$ cat src/rtl/io_window_decode.sv
module io_window_decode #(
  parameter int NWIN = 2
) (
  input  logic        clk,
  input  logic        rst_n,
  input  logic        reg_we,
  input  logic [2:0]  reg_addr,
  input  logic [7:0]  reg_wdata,
  output logic [7:0]  reg_rdata,
  input  logic        io_rd,
  input  logic        io_wr,
  input  logic [15:0] io_addr,
  output logic [25:0] dev_addr,
  output logic        space_sel_n,
  output logic [2:0]  sel_code,
  output logic [1:0]  slot_cs_n
);

  localparam logic [2:0] CODE_SLOT0 = 3'b101;
  localparam logic [2:0] CODE_SLOT1 = 3'b110;

  logic [7:0] start_lo [NWIN];
  logic [7:0] start_hi [NWIN];
  logic [7:0] size_m1  [NWIN];
  logic [2:0] code     [NWIN];
  logic       win_en   [NWIN];
  logic       win_ov   [NWIN];
  logic [NWIN-1:0] hit;

  wire access = io_rd | io_wr;
  wire win_sel = reg_addr[2];

  always_ff @(posedge clk or negedge rst_n) begin
    if (!rst_n) begin
      for (int i = 0; i < NWIN; i++) begin
        start_lo[i] <= '0;
        start_hi[i] <= '0;
        size_m1[i]  <= '0;
        code[i]     <= '0;
        win_en[i]   <= 1'b0;
        win_ov[i]   <= 1'b0;
      end
    end else if (reg_we) begin
      case (reg_addr[1:0])
        2'd0: start_lo[win_sel] <= reg_wdata;
        2'd1: start_hi[win_sel] <= reg_wdata;
        2'd2: size_m1[win_sel]  <= reg_wdata;
        default: begin
          code[win_sel]   <= reg_wdata[2:0];
          win_en[win_sel] <= reg_wdata[3];
          win_ov[win_sel] <= reg_wdata[4];
        end
      endcase
    end
  end

  always_comb begin
    case (reg_addr[1:0])
      2'd0:    reg_rdata = start_lo[win_sel];
      2'd1:    reg_rdata = start_hi[win_sel];
      2'd2:    reg_rdata = size_m1[win_sel];
      default: reg_rdata = {3'b000, win_ov[win_sel], win_en[win_sel], code[win_sel]};
    endcase
  end

  for (genvar w = 0; w < NWIN; w++) begin : g_win
    wire [15:0] diff = io_addr ^ {start_hi[w], start_lo[w]};
    assign hit[w] = win_en[w] & (win_ov[w] | ((diff & ~{8'h00, size_m1[w]}) == 16'h0000));
  end

  wire any_hit = access & (|hit);

  assign dev_addr    = access ? {10'b0, io_addr} : 26'b0;
  assign space_sel_n = ~any_hit;

  always_comb begin
    sel_code = 3'b000;
    if (access) begin
      for (int w = NWIN - 1; w >= 0; w--)
        if (hit[w]) sel_code = code[w];
    end
  end

  assign slot_cs_n[0] = ~(any_hit && sel_code == CODE_SLOT0);
  assign slot_cs_n[1] = ~(any_hit && sel_code == CODE_SLOT1);

  p_addr_pass_r1: assert property (@(posedge clk) disable iff (!rst_n)
    access |-> (dev_addr[25:16] == 10'b0 && dev_addr[15:0] == io_addr));

  p_idle_quiet_r10: assert property (@(posedge clk) disable iff (!rst_n)
    !access |-> (space_sel_n && slot_cs_n == 2'b11 && dev_addr == 26'b0));

  p_slot_onehot_r6: assert property (@(posedge clk) disable iff (!rst_n)
    $onehot0(~slot_cs_n));

  p_slot_needs_hit_r2: assert property (@(posedge clk) disable iff (!rst_n)
    (slot_cs_n != 2'b11) |-> !space_sel_n);

  p_disabled_miss_r9: assert property (@(posedge clk) disable iff (!rst_n)
    (!win_en[0] && !win_en[1]) |-> space_sel_n);

  p_win0_first_r7: assert property (@(posedge clk) disable iff (!rst_n)
    (access && win_en[0] && win_ov[0]) |-> sel_code == code[0]);

endmodule

$ cat config.mk
export PLATFORM = sky130hd
export DESIGN_NAME = io_window_decode
export DESIGN_NICKNAME = d
export VERILOG_FILES = /design/src/rtl/io_window_decode.sv
export SDC_FILE = /design/constraint.sdc
export NUM_CORES = 1
export LEC_CHECK = 0
export CAP_MARGIN = 5
export CORE_MARGIN = 5
export CORE_UTILIZATION = 50
export DETAILED_ROUTE_END_ITERATION = 8
export GPL_TIMING_DRIVEN = 0
export PLACE_DENSITY = 0.78
export REMOVE_ABC_BUFFERS = 1
export SYNTH_ARGS = -nofsm -noshare
export SYNTH_HDL_FRONTEND = slang
export SYNTH_SLANG_ARGS = --single-unit
export TNS_END_PERCENT = 5
$ cat constraint.sdc
create_clock -name clk -period 3.42 [get_ports clk]
set_clock_uncertainty 0.15 [all_clocks]
set_input_delay 0.513 -clock clk [delete_from_list [all_inputs] [get_ports clk]]
set_output_delay 0.513 -clock clk [all_outputs]
set_load 0.005 [all_outputs]
Yosys cells after proc, flatten, opt, wreduce, memory -nomap -nowiden
Cells that the tools add are included.

Add/subtract/negate cells: 0. Multipliers: 0. Div/mod/pow operators: 0. Order comparisons: 2. Equal/unequal tests: 4. Shifts and indexed selects: 0. Muxes and demuxes: 35. Bitwise logic cells: 17. Reduce and logical (&&, ||, !) cells: 12.

Operators with widths (count): $mux 8 (10); $bwmux 16 (3); $and 16x16->16 (2); $logic_not 16->1 (2); $not 8->16 (2); $xor 16x16->16 (2); $pmux 8 s3 (1); $mux 3 (7); $mux 16 (1); $demux 8 s1 (1); $reduce_and 2->1 (4); $mux 1 (7); $bwmux 6 (1); $eq 3x3->1 const B (2); $bwmux 2 (2); $not 1->1 (4); $and 1x1->1 (3); $demux 3 s1 (1); $logic_and 1x1->1 (3); $or 1x1->1 (3); $reduce_or 3->1 (1); $eq 2x1->1 const B (1); $eq 2x2->1 const B (1); $ge 2x2->1 const B (1); 5 further kinds (5).

Register bits: 58. Bits in latches: 0. RAM bits: 0. Memory bits (read-only): 0. Bits of input ports: 32. Output and inout port bits: 40. Memories kept: 0.

Longest topological paths before layout
Depth after elaboration: 11. Gate-level depth with buffers: 6. Mapped depth without buffers: 5.

Worst setup path before layout
Ideal clock, no wire load.

Path kind: input to output. From: input port io_addr[0]. To: output port sel_code[0]. Arrival: 1.767 ns. Data required time: 2.757 ns. Slack: 0.990 ns. Stages: 5. Cells stage by stage: xor2_1 > a222oi_1 > or4b_4 > o31ai_2 > a21oi_1.

Word-level cells in the longest chain between the ends: 8. Elaborated cells on any way between the ends: 13. Those cells by class: mux (3); bitwise (8); reduce/logical (2).

RTL lines: start: declaration (line 12) `input logic [15:0] io_addr,`; $xor 16x16->16 (line 67) `wire [15:0] diff = io_addr ^ {start_hi[w], start_lo[w]};`; $and 16x16->16 (line 68) `assign hit[w] = win_en[w] & (win_ov[w] | ((diff & ~{8'h00, size_m1[w]}) == 16'h0000));`; $logic_not 16->1 (line 68); $or 1x1->1 (line 68); $and 1x1->1 (line 68); $mux 3 (line 80) `if (hit[w]) sel_code = code[w];`; $mux 3 (*) (line 80); $mux 3 (*) (line 78) `if (access) begin`; end: declaration (line 15) `output logic [2:0] sel_code,`.

Mark *: on every way between the ends. The rest lies on a longest branch, timed or not.

Final worst setup path
From: input port io_addr[11]. To: output port sel_code[1].

Same word-level chain as after synthesis.

==> impl_summary.txt <==
----------------------------------------------------
[Timing]
  Maximum clock rate ... 0.2938 GHz
  Final period utilization ... 99.52%
  Final number of setup-violating endpoints ... 0
  Fin crit period ... 3.404 ns
  Number of hold-slack violations in the final timing report ... 0
  Actual slew at the worst max-slew pin ... 0.9622 ns
  Worst slew margin ... 35.51%
  Unrepaired setup endpoints after global routing ... yes
  Number of max-slew violations in the final report ... 0

[Routing]
  Post-detailed-route count of antenna-violating nets ... 0
  Via Count ... 2631
  Wirelength, routed ... 9088 µm
  DRC violation total after the first TritonRoute iteration ... 211
  Number of iterations in the first detailed-routing pass ... 4
  Wirelength per Cell ... 19.63 µm
  Remaining routing DRC violations ... 0
  Per-cell via count in the routed design ... 5.683

[Critical path]
  Data arrival at the endpoint of the critical path ... 2.74 ns
  Crit-path cells ... clkdlybuf4s50_1, xnor2_1, nand4_1, nor4_1, a32oi_1, a211oi_1, clkdlybuf4s50_1
  Critical path capture point type ... output port
  Type of element launching the critical path ... input port
  Crit Path Class ... in2out
  Worst reg-to-reg setup slack ... 2.37 ns
  Slowest cell on crit path ... clkdlybuf4s50_1
  Required time at the endpoint of the critical path ... 2.76 ns
  Max Fanout on Critical Path ... 5
  Critical Path Most Common Cell ... clkdlybuf4s50_1
  CP peak stage delay ... 0.54 ns

[Pwr]
  Relative contribution of sequential cells to total power ... 42.3%
  Static Leak ... 1.751 nW
  Net Switching ... 0.0007329 W
  Power per unit of standard cell area ... 532.5 mW/mm²
  Part of the power in the clock network ... 26.3%
  Combinational power share ... 31.3%
  Internal power ... 0.001639 W
  Maximum vdd ir drop ... 0.3191 mV
  Switching share of power ... 30.90%

[Clock network]
  Source-to-sink clock delay at the later pin of the worst-skew pair ... 0.34 ns
  Number of clock buffers inserted by TritonCTS ... 9
  Level count of the clock H-tree ... 3
  Clk sink count ... 58
  Clock transition at the registers of the reported paths ... 0.06 ns
  CTS tree ... done
  Bufs on Longest Clock Path ... 2
  Buffer type at the clock tree root ... clkbuf_8

[Synth]
  Synthesized area per cell ... 11.76 µm²
  Area share of the leading cell type in the synthesized netlist ... 41.41%
  Count of cell types in the netlist ... 42
  Ys async rst share ... 100.0%
  Predominant post-synthesis flop cell ... dfrtp_1
  Number of cells produced by synthesis ... 298
  Cell type with the highest aggregate area in the netlist ... dfrtp_1
  Ranking of synthesized cells by instance count ... 60 x mux2_2, 58 x dfrtp_1, 29 x xnor2_1
  Most numerous cell in the Yosys netlist ... mux2_2
  Synthesis-stage register bit count ... 58
  Warning count from the yosys run ... 0
  Portion of the post-synthesis area used by sequential elements ... 41.41%
  Largest cells by area after synthesis ... dfrtp_1 41%, mux2_2 19%, xnor2_1 7.2%
  Cell Area, Synth ... 0.003505 mm²
  Count of flip-flops with a built-in enable after synthesis ... 0

[Job]
  Number of max-cap violations ... 0

[Cells and area]
  Final core utilization ... 65.56%
  Fraction of layout instances using a drive strength above 1 ... 29.70%
  Antenna cells ... 0
  Post-route cell area ... 0.004454 mm²
  Syn-to-layout area delta ... 27.10%
  Nets ... 394

[Run status]
  Outcome ... completed

[Floorplanning]
  I/O pin count ... 72
  Die boundary width ... 93.72 µm
  Core Area ... 0.006794 mm²
  Initial core utilization ... 51.58%
  Num rows ... 30
  Full die area ... 0.008783 mm²
  Die height ... 93.72 µm

[GRT]
  Via count of the first global-routing pass ... 2724
  Number of antenna violations at the first check in global routing ... 0
  First-pass GRT wire length ... 14370 µm
  Final global-route overflow total ... 0
  Largest net degree at the start of global routing ... 35
  GRT Resource Usage Total ... 21.80%

[Placed design]
  Post-placement cell area ... 0.004175 mm²
  Post-detail-place hpwl ... 6574 µm
  GP Congestion ... 0.8988
  Port Buffers ... 61

[Min path]
  Min-Delay Path Class ... in2async

----------------------------------------------------
-- flip-flops by register name (all words and copies together) (netlist names) --
register,flops
win_ov,2
start_lo,16
win_en,2
start_hi,16
size_m1,16
code,6
-- layout make-up --
| cell class | instances | area (µm²) |
|---|---|---|
| fillers | 522 | 2340 |
| flip-flops and latches | 58 | 1451 |
| repair buffers | 64 | 635.6 |
| inverters | 6 | 22.52 |
| clock buffers | 15 | 196.4 |
| multi-input cells | 223 | 2023 |
| well taps | 96 | 120.1 |
| clock inverters | 1 | 5.005 |
-- logic make-up after synthesis --
kind of cell	count (synthesis)	share of synthesized area (%)
buffers and inverters	26	3.962
muxes	76	27.42
DFF	58	41.41
AOI/OAI and AO/OA	37	7.355
and+or+nand+nor	68	11.75
other	1	0.1070
xor gates and xnor gates	32	7.997
-- what timing repair did --
| action | CTS | global route |
|---|---|---|
| setup endpoints to repair | 14 | 11 |
| hold buffers | 0 | 0 |
| pin swaps | 1 | 2 |
| buffers inserted | 1 | 0 |
| gates resized for setup | 13 | 10 |
-- final timing paths --
check / to / startpoint / cells after the start
setup reg to reg: win_en[0] / win_en[0] / 1
hold reg to reg: size_m1[4] / size_m1[4] / 1
setup / recovery: sel_code[1] / io_addr[11] / 7
min in group clk: size_m1[4] / size_m1[4] / 1
max in group asynchronous: start_lo[10] / rst_n / 2
hold / removal: start_hi[15] / rst_n / 1
-- cells in the final DEF (no fill, tap or decap), types with 2 or more instances in the layout --
cell type | Yosys | final
mux2_2 | 60 | 60
dfrtp_1 | 58 | 58
clkdlybuf4s50_1 | 0 | 54
xnor2_1 | 29 | 25
and2_1 | 17 | 17
clkbuf_8 | 0 | 14
nor2_1 | 13 | 13
mux4_2 | 10 | 10
conb_1 | 1 | 10
nand2_1 | 7 | 7
a21oi_1 | 8 | 7
inv_1 | 6 | 6
mux2i_1 | 6 | 6
o22ai_1 | 5 | 5
o21ai_0 | 5 | 5
a211oi_1 | 5 | 5
nand4b_1 | 5 | 5
xnor2_2 | 0 | 4
nand4_1 | 4 | 4
nor4_1 | 5 | 4
xor2_1 | 3 | 3
nor3_2 | 2 | 3
a32oi_1 | 3 | 3
nor3_1 | 4 | 3
dlygate4sd2_1 | 0 | 3
nand3_1 | 3 | 2
o211ai_1 | 2 | 2
a2bb2oi_1 | 2 | 2
buf_4 | 10 | 2
-- stage by stage --
step           total power [W]  std cells  TNS (ns)  hold slack [ns]  setup WS, ns
6_report              0.002372        463         0          0.01885       0.01631
3_5_place_dp          0.001706        446    -6.064           0.3716       -0.4633
3_3_place_gp          0.001680        444    -16.00           0.3612       -0.4827
2_1_floorplan         0.001397        287         0          0.06741        0.9904
5_1_grt               0.002482        463   -0.1738          0.06613      -0.06903
4_1_cts               0.002352        463  -0.04885          0.03774      -0.04885
-- worst max-delay path: cells and delay by family --
kind	cells	cell delay, ns
AND/OR/NAND/NOR	2	0.56
AO/OA/AOI/OAI	2	0.36
XOR/XNOR	1	0.27
buffers and inverters	2	1.03
-- per-layer routing --
layer  GRT usage (%)  wire length (µm)  part of all wire, %  up-vias
met5               0                 0                    0        -
met4           9.747               187                  2.1        0
met3           3.766               532                  5.9       16
met2           34.54              4346                   48       92
met1           29.28              4021                   44     1308
li1                -                 -                    -     1215
-- power groups by stage --
| stage | Sequential, W | Clock (W) | Combinational (W) |
|---|---|---|---|
| after floorplan | 0.000955 | 0 | 0.000441 |
| after global placement | 0.000995 | 0 | 0.000685 |
| after detailed placement | 0.00101 | 0 | 0.000700 |
| after CTS | 0.000995 | 0.000631 | 0.000726 |
| after global routing | 0.00102 | 0.000657 | 0.000801 |
| final | 0.00100 | 0.000624 | 0.000743 |
Note: power is estimated with default switching activity, not from simulation.
